**src/rtl/fifo_flag_gen.sv**
```systemverilog
module fifo_flag_gen #(
  parameter int DEPTH    = 64,
  parameter int TRIG_W   = 6,
  parameter int NEAR_GAP = 1,
  localparam int CNT_W   = $clog2(DEPTH + 1),
  localparam int NSTAT   = 7,
  localparam int NIRQ    = NSTAT + 2
) (
  input  logic              clk,
  input  logic              rst_n,
  input  logic [CNT_W-1:0]  tx_count,
  input  logic              tx_push,
  input  logic [CNT_W-1:0]  rx_count,
  input  logic              rx_push,
  input  logic [TRIG_W-1:0] tx_trig_lvl,
  input  logic [TRIG_W-1:0] rx_trig_lvl,
  input  logic              mask_we,
  input  logic [NIRQ-1:0]   mask_wdata,
  input  logic              clr_we,
  input  logic [NIRQ-1:0]   clr_data,
  output logic [NSTAT-1:0]  chan_status,
  output logic [NIRQ-1:0]   irq_status,
  output logic [NIRQ-1:0]   irq_mask,
  output logic              irq_out,
  output logic              rx_drop
);

  localparam logic [CNT_W-1:0] FULL_CNT = CNT_W'(DEPTH);
  localparam logic [CNT_W-1:0] NEAR_CNT = CNT_W'(DEPTH - NEAR_GAP);

  logic [NSTAT-1:0] cond_q;
  logic             tx_ovr_evt;
  logic [NIRQ-1:0]  set_vec;
  logic [NIRQ-1:0]  clr_vec;

  assign chan_status[0] = (tx_count == '0);
  assign chan_status[1] = (tx_count == FULL_CNT);
  assign chan_status[2] = (tx_count >= NEAR_CNT);
  assign chan_status[3] = (tx_count >= CNT_W'(tx_trig_lvl));
  assign chan_status[4] = (rx_count == '0);
  assign chan_status[5] = (rx_count == FULL_CNT);
  assign chan_status[6] = (rx_count >= CNT_W'(rx_trig_lvl));

  assign tx_ovr_evt = tx_push && (tx_count == FULL_CNT);
  assign rx_drop    = rx_push && (rx_count == FULL_CNT);

  assign set_vec = {rx_drop, tx_ovr_evt, chan_status & ~cond_q};
  assign clr_vec = clr_we ? clr_data : '0;
  assign irq_out = |(irq_status & irq_mask);

  always_ff @(posedge clk) begin
    if (!rst_n) begin
      cond_q     <= '0;
      irq_status <= '0;
      irq_mask   <= '0;
    end else begin
      cond_q     <= chan_status;
      irq_status <= (irq_status & ~clr_vec) | set_vec;
      if (mask_we) irq_mask <= mask_wdata;
    end
  end

  // overflow events latch
  a_r5_tx_overflow: assert property (@(posedge clk) disable iff (!rst_n)
    (tx_push && tx_count == FULL_CNT) |=> irq_status[NSTAT]);
  a_r5_rx_overflow: assert property (@(posedge clk) disable iff (!rst_n)
    rx_drop |=> irq_status[NSTAT+1]);
  // full lies inside the nearly-full band
  a_r3_full_is_near: assert property (@(posedge clk) disable iff (!rst_n)
    chan_status[1] |-> chan_status[2]);
  // an all-zero mask silences the line
  a_r8_mask_zero: assert property (@(posedge clk) disable iff (!rst_n)
    (mask_we && mask_wdata == '0) |=> !irq_out);

  for (genvar k = 0; k < NSTAT; k++) begin : g_chk
    // a rising condition latches
    a_r6_rise_latch: assert property (@(posedge clk) disable iff (!rst_n)
      $rose(chan_status[k]) |=> irq_status[k]);
  end

  for (genvar k = 0; k < NIRQ; k++) begin : g_hold
    // an uncleared bit stays set
    a_r7_sticky_hold: assert property (@(posedge clk) disable iff (!rst_n)
      (irq_status[k] && !(clr_we && clr_data[k])) |=> irq_status[k]);
  end

endmodule

```
**config.mk**
```make
export PLATFORM = sky130hd
export DESIGN_NAME = fifo_flag_gen
export DESIGN_NICKNAME = d
export VERILOG_FILES = /design/src/rtl/fifo_flag_gen.sv
export SDC_FILE = /design/constraint.sdc
export NUM_CORES = 1
export LEC_CHECK = 0
export BUFFER_PORTS_ARGS = -buffer_cell sky130_fd_sc_hd__buf_2
export CORE_MARGIN = 5
export CORE_UTILIZATION = 35
export DETAILED_ROUTE_END_ITERATION = 7
export PLACE_DENSITY = 0.66
export REMOVE_ABC_BUFFERS = 1
export SLEW_MARGIN = 5
export SYNTH_ARGS = -nofsm -noshare
export SYNTH_HDL_FRONTEND = slang
export SYNTH_SLANG_ARGS = --single-unit
```
**constraint.sdc**
```tcl
create_clock -name clk -period 1.01 [get_ports clk]
set_input_delay 0 -clock clk [delete_from_list [all_inputs] [get_ports clk]]
set_output_delay 0 -clock clk [all_outputs]
set_load 0.005 [all_outputs]
```
==> impl_metrics.env <==
export IMPL_hold_viol=0
export IMPL_swShare=0.2549
export IMPL_post_synth_fa_ha_maj_area_fraction=0.1139
export IMPL_drt_iter0_markers=16
export IMPL_pre_cts_slack_ps=-63.97
export IMPL_gr_total_overflow=0
export IMPL_startpoint="irq_mask[3]$_SDFFE_PN0P_"
export IMPL_r2r_start="irq_status[3]$_SDFF_PN0_"
export IMPL_hold_ws_ps=6.214
export IMPL_grt_usage=0.1337
export IMPL_placedCellCount=276
export IMPL_clock_sinks=25
export IMPL_core_area_mm2=0.003661
export IMPL_synth_top_family_by_area="simple AND/OR/NAND/NOR gates"
export IMPL_chipHeight_um=71.39
export IMPL_antenna_found_initial=0
export IMPL_arrival_ps=1240
export IMPL_final_antenna_net_count=0
export IMPL_ff2ff_setup_slack_ps=70
export IMPL_synth_compound_gate_area_share=0.1044
export IMPL_vias=1363
export IMPL_status="complete, but fails checks"
export IMPL_final_cell_mix="75 x buf_2, 23 x dfxtp_1, 17 x nand2_1, 14 x dlygate4sd3_1, 13 x inv_1"
export IMPL_period_share=1.229
export IMPL_drt_first_pass_iters=5
export IMPL_syn_avg_cell_area_um2=8.792
export IMPL_rows=22
export IMPL_pwr_density_cell_mw_per_mm2=1024
export IMPL_synthCells=150
export IMPL_diodes=0
export IMPL_fp_dieArea_mm2=0.005096
export IMPL_finalSetupTns_ps=-231.2
export IMPL_finalNonFillerCells=296
export IMPL_h_tree_depth=1
export IMPL_path_max_fanout=2
export IMPL_p_sw_mw=0.5476
export IMPL_p_seq_frac=0.493
export IMPL_path_cells="a22o_1 > a221oi_2 > nand3_1 > buf_2"
export IMPL_io_buffers=76
export IMPL_rr_worst_depth=4
export IMPL_cp_start_kind="flip-flop"
export IMPL_grt_pass1_vias=1305
export IMPL_worst_path_max_delay_cell="dfxtp_2"
export IMPL_initial_utilization=0.3602
export IMPL_synth_cell_type_count=31
export IMPL_syn_to_final_growth_pct=59.01
export IMPL_path_clk_slew_ps=90
export IMPL_worst_setup_path_end_kind="output port"
export IMPL_r2r_end="irq_status[3]$_SDFF_PN0_"
export IMPL_crit_end="irq_out"
export IMPL_grt_pass1_wl_mm=5.664
export IMPL_rsz0062_at_grt="yes"
export IMPL_ys_seq_area_frac=0.3795
export IMPL_maxCapViolCount=0
export IMPL_layout_nets=311
export IMPL_synth_main_ff_cell="dfxtp_1"
export IMPL_dieWidth_um=71.39
export IMPL_worstHoldPathType="primary input to flip-flop"
export IMPL_fmax_ghz=0.8057
export IMPL_clockBufferDepth=2
export IMPL_drcViolationCount=0
export IMPL_layout_commonest_cell="buf_2"
export IMPL_setup_viol=1
export IMPL_grt_max_degree=32
export IMPL_yosysTopAreaCellShare=0.3795
export IMPL_drive_gt1_frac=0.4355
export IMPL_cts_buffers_inserted=3
export IMPL_path_class="flip-flop to output port"
export IMPL_ys_ff_latch=25
export IMPL_power_internal_mw=1.600
export IMPL_syn_area_mm2=0.001319
export IMPL_io_pins=77
export IMPL_slew_violations=0
export IMPL_required_ps=1010
export IMPL_synth_area_top_cells="dfxtp_1 38%, ha_1 11%, mux2i_1 6.8%"
export IMPL_vias_per_cell=4.605
export IMPL_critPathMaxStageDelay_ps=320
export IMPL_period_minus_slack_ps=1241
export IMPL_timing_slew_headroom=0.6977
export IMPL_synth_edf_count=0
export IMPL_gp_congestion=0.7459
export IMPL_finClkSkew_ps=5.711
export IMPL_yosys_area_share_xor_xnor=0
export IMPL_nFillCells=333
export IMPL_worstMarginPinSlew_ps=453.5
export IMPL_avgRoutedWirePerCell_um=12.31
export IMPL_muxShareOfSynthArea=0.06831
export IMPL_pwr_share_clk=0.268
export IMPL_dp_hpwl_mm=2.762
export IMPL_pwr_share_comb=0.239
export IMPL_cts_tree="yes"
export IMPL_ir_worst_vdd_mv=0.7699
export IMPL_finalWirelength_mm=3.645
export IMPL_p_leak_nw=1.089
export IMPL_worst_slack_ps=-231.2
export IMPL_violations="setup timing"
export IMPL_cts_root_buf="clkbuf_8"
export IMPL_clk_latency_ps=260
export IMPL_yosys_warnings=0
export IMPL_synth_simple_gate_area_share=0.2789
export IMPL_synth_top_area_cell="dfxtp_1"
export IMPL_synthArstFlopShare=0
cell families after synthesis:
logic type,Yosys count
AOI/OAI and AO/OA,21
muxes,9
buffers and inverters,19
DFF,25
adders and majority gates,12
and+or+nand+nor,64
cells in the mapped netlist, types with 2 or more instances:
cell type	instances
a21boi_0	5
a21oi_1	6
and2_1	4
clkbuf_1	4
dfxtp_1	25
ha_1	12
inv_1	14
mux2i_1	9
nand2_1	17
nand3_1	8
nand3b_1	5
nand4_1	3
nor2_1	2
nor2b_1	13
nor3_1	2
nor4_1	3
o21ai_0	4
final cells by class:
cell class	count	area (um^2)	share of cell area
sequential	25	503.0	0.2399
tap	48	60.06	0.02864
multi-input combinational	106	835.8	0.3986
timing repair buffer	99	594.3	0.2834
clock buffer	3	41.29	0.01969
clock inverter	1	7.507	0.003580
inverter	14	55.05	0.02625
routing by layer:
metal,part of all wire,global-route usage
met5,0,0
met2,0.49,0.2327
met1,0.43,0.1699
met3,0.072,0.03366
met4,0.0033,0.01879
worst min-delay path by stage:
stage | from | to | slack [ps] | cells past startpoint
floorplan | tx_count[6] | chan_status[3] | 100 | 2
global placement | tx_push | irq_status[7]$_SDFF_PN0_ | 250 | 3
detailed placement | tx_push | irq_status[7]$_SDFF_PN0_ | 250 | 3
CTS | clr_data[5] | irq_status[5]$_SDFF_PN0_ | 2 | 4
global route | clr_data[7] | irq_status[7]$_SDFF_PN0_ | 30 | 4
finish | clr_data[5] | irq_status[5]$_SDFF_PN0_ | 6 | 4
critical path: cells and delay by family (launching register included):
kind,cells,cell delay (ps)
AND/OR/NAND/NOR,1,90
buffers and inverters,1,140
AO/OA/AOI/OAI,2,430
flip-flops,1,320
registers in the layout (all words and copies together), names as in the netlist:
name        count
irq_mask        9
irq_status      9
cond_q          7
power by group through the flow:
stage	clock, mW	sequential (mW)	combinational [mW]
2_1_floorplan	0	1.08	0.169
3_3_place_gp	0	1.08	0.408
3_5_place_dp	0	1.08	0.413
4_1_cts	0.616	1.06	0.470
5_1_grt	0.648	1.06	0.581
6_report	0.576	1.06	0.514
through the flow:
stage,total power [mW],utilization,area [um^2]
2_1_floorplan,1.248,-,1299
3_3_place_gp,1.484,0.4894,1792
3_5_place_dp,1.490,0.4894,1792
4_1_cts,2.143,0.5502,2014
5_1_grt,2.293,0.5728,2097
6_report,2.148,0.5728,2097
timing repair:
item                                    4_1_cts  5_1_grt
buffers inserted                              2        0
endpoints found under the setup margin        3        6
pin swaps                                     3        7
gates resized for setup                       5       17
cloned                                        0        0
hold buffers                                 14        0
hold endpoints to repair                     14        0
(Power assumes the default switching activity.)
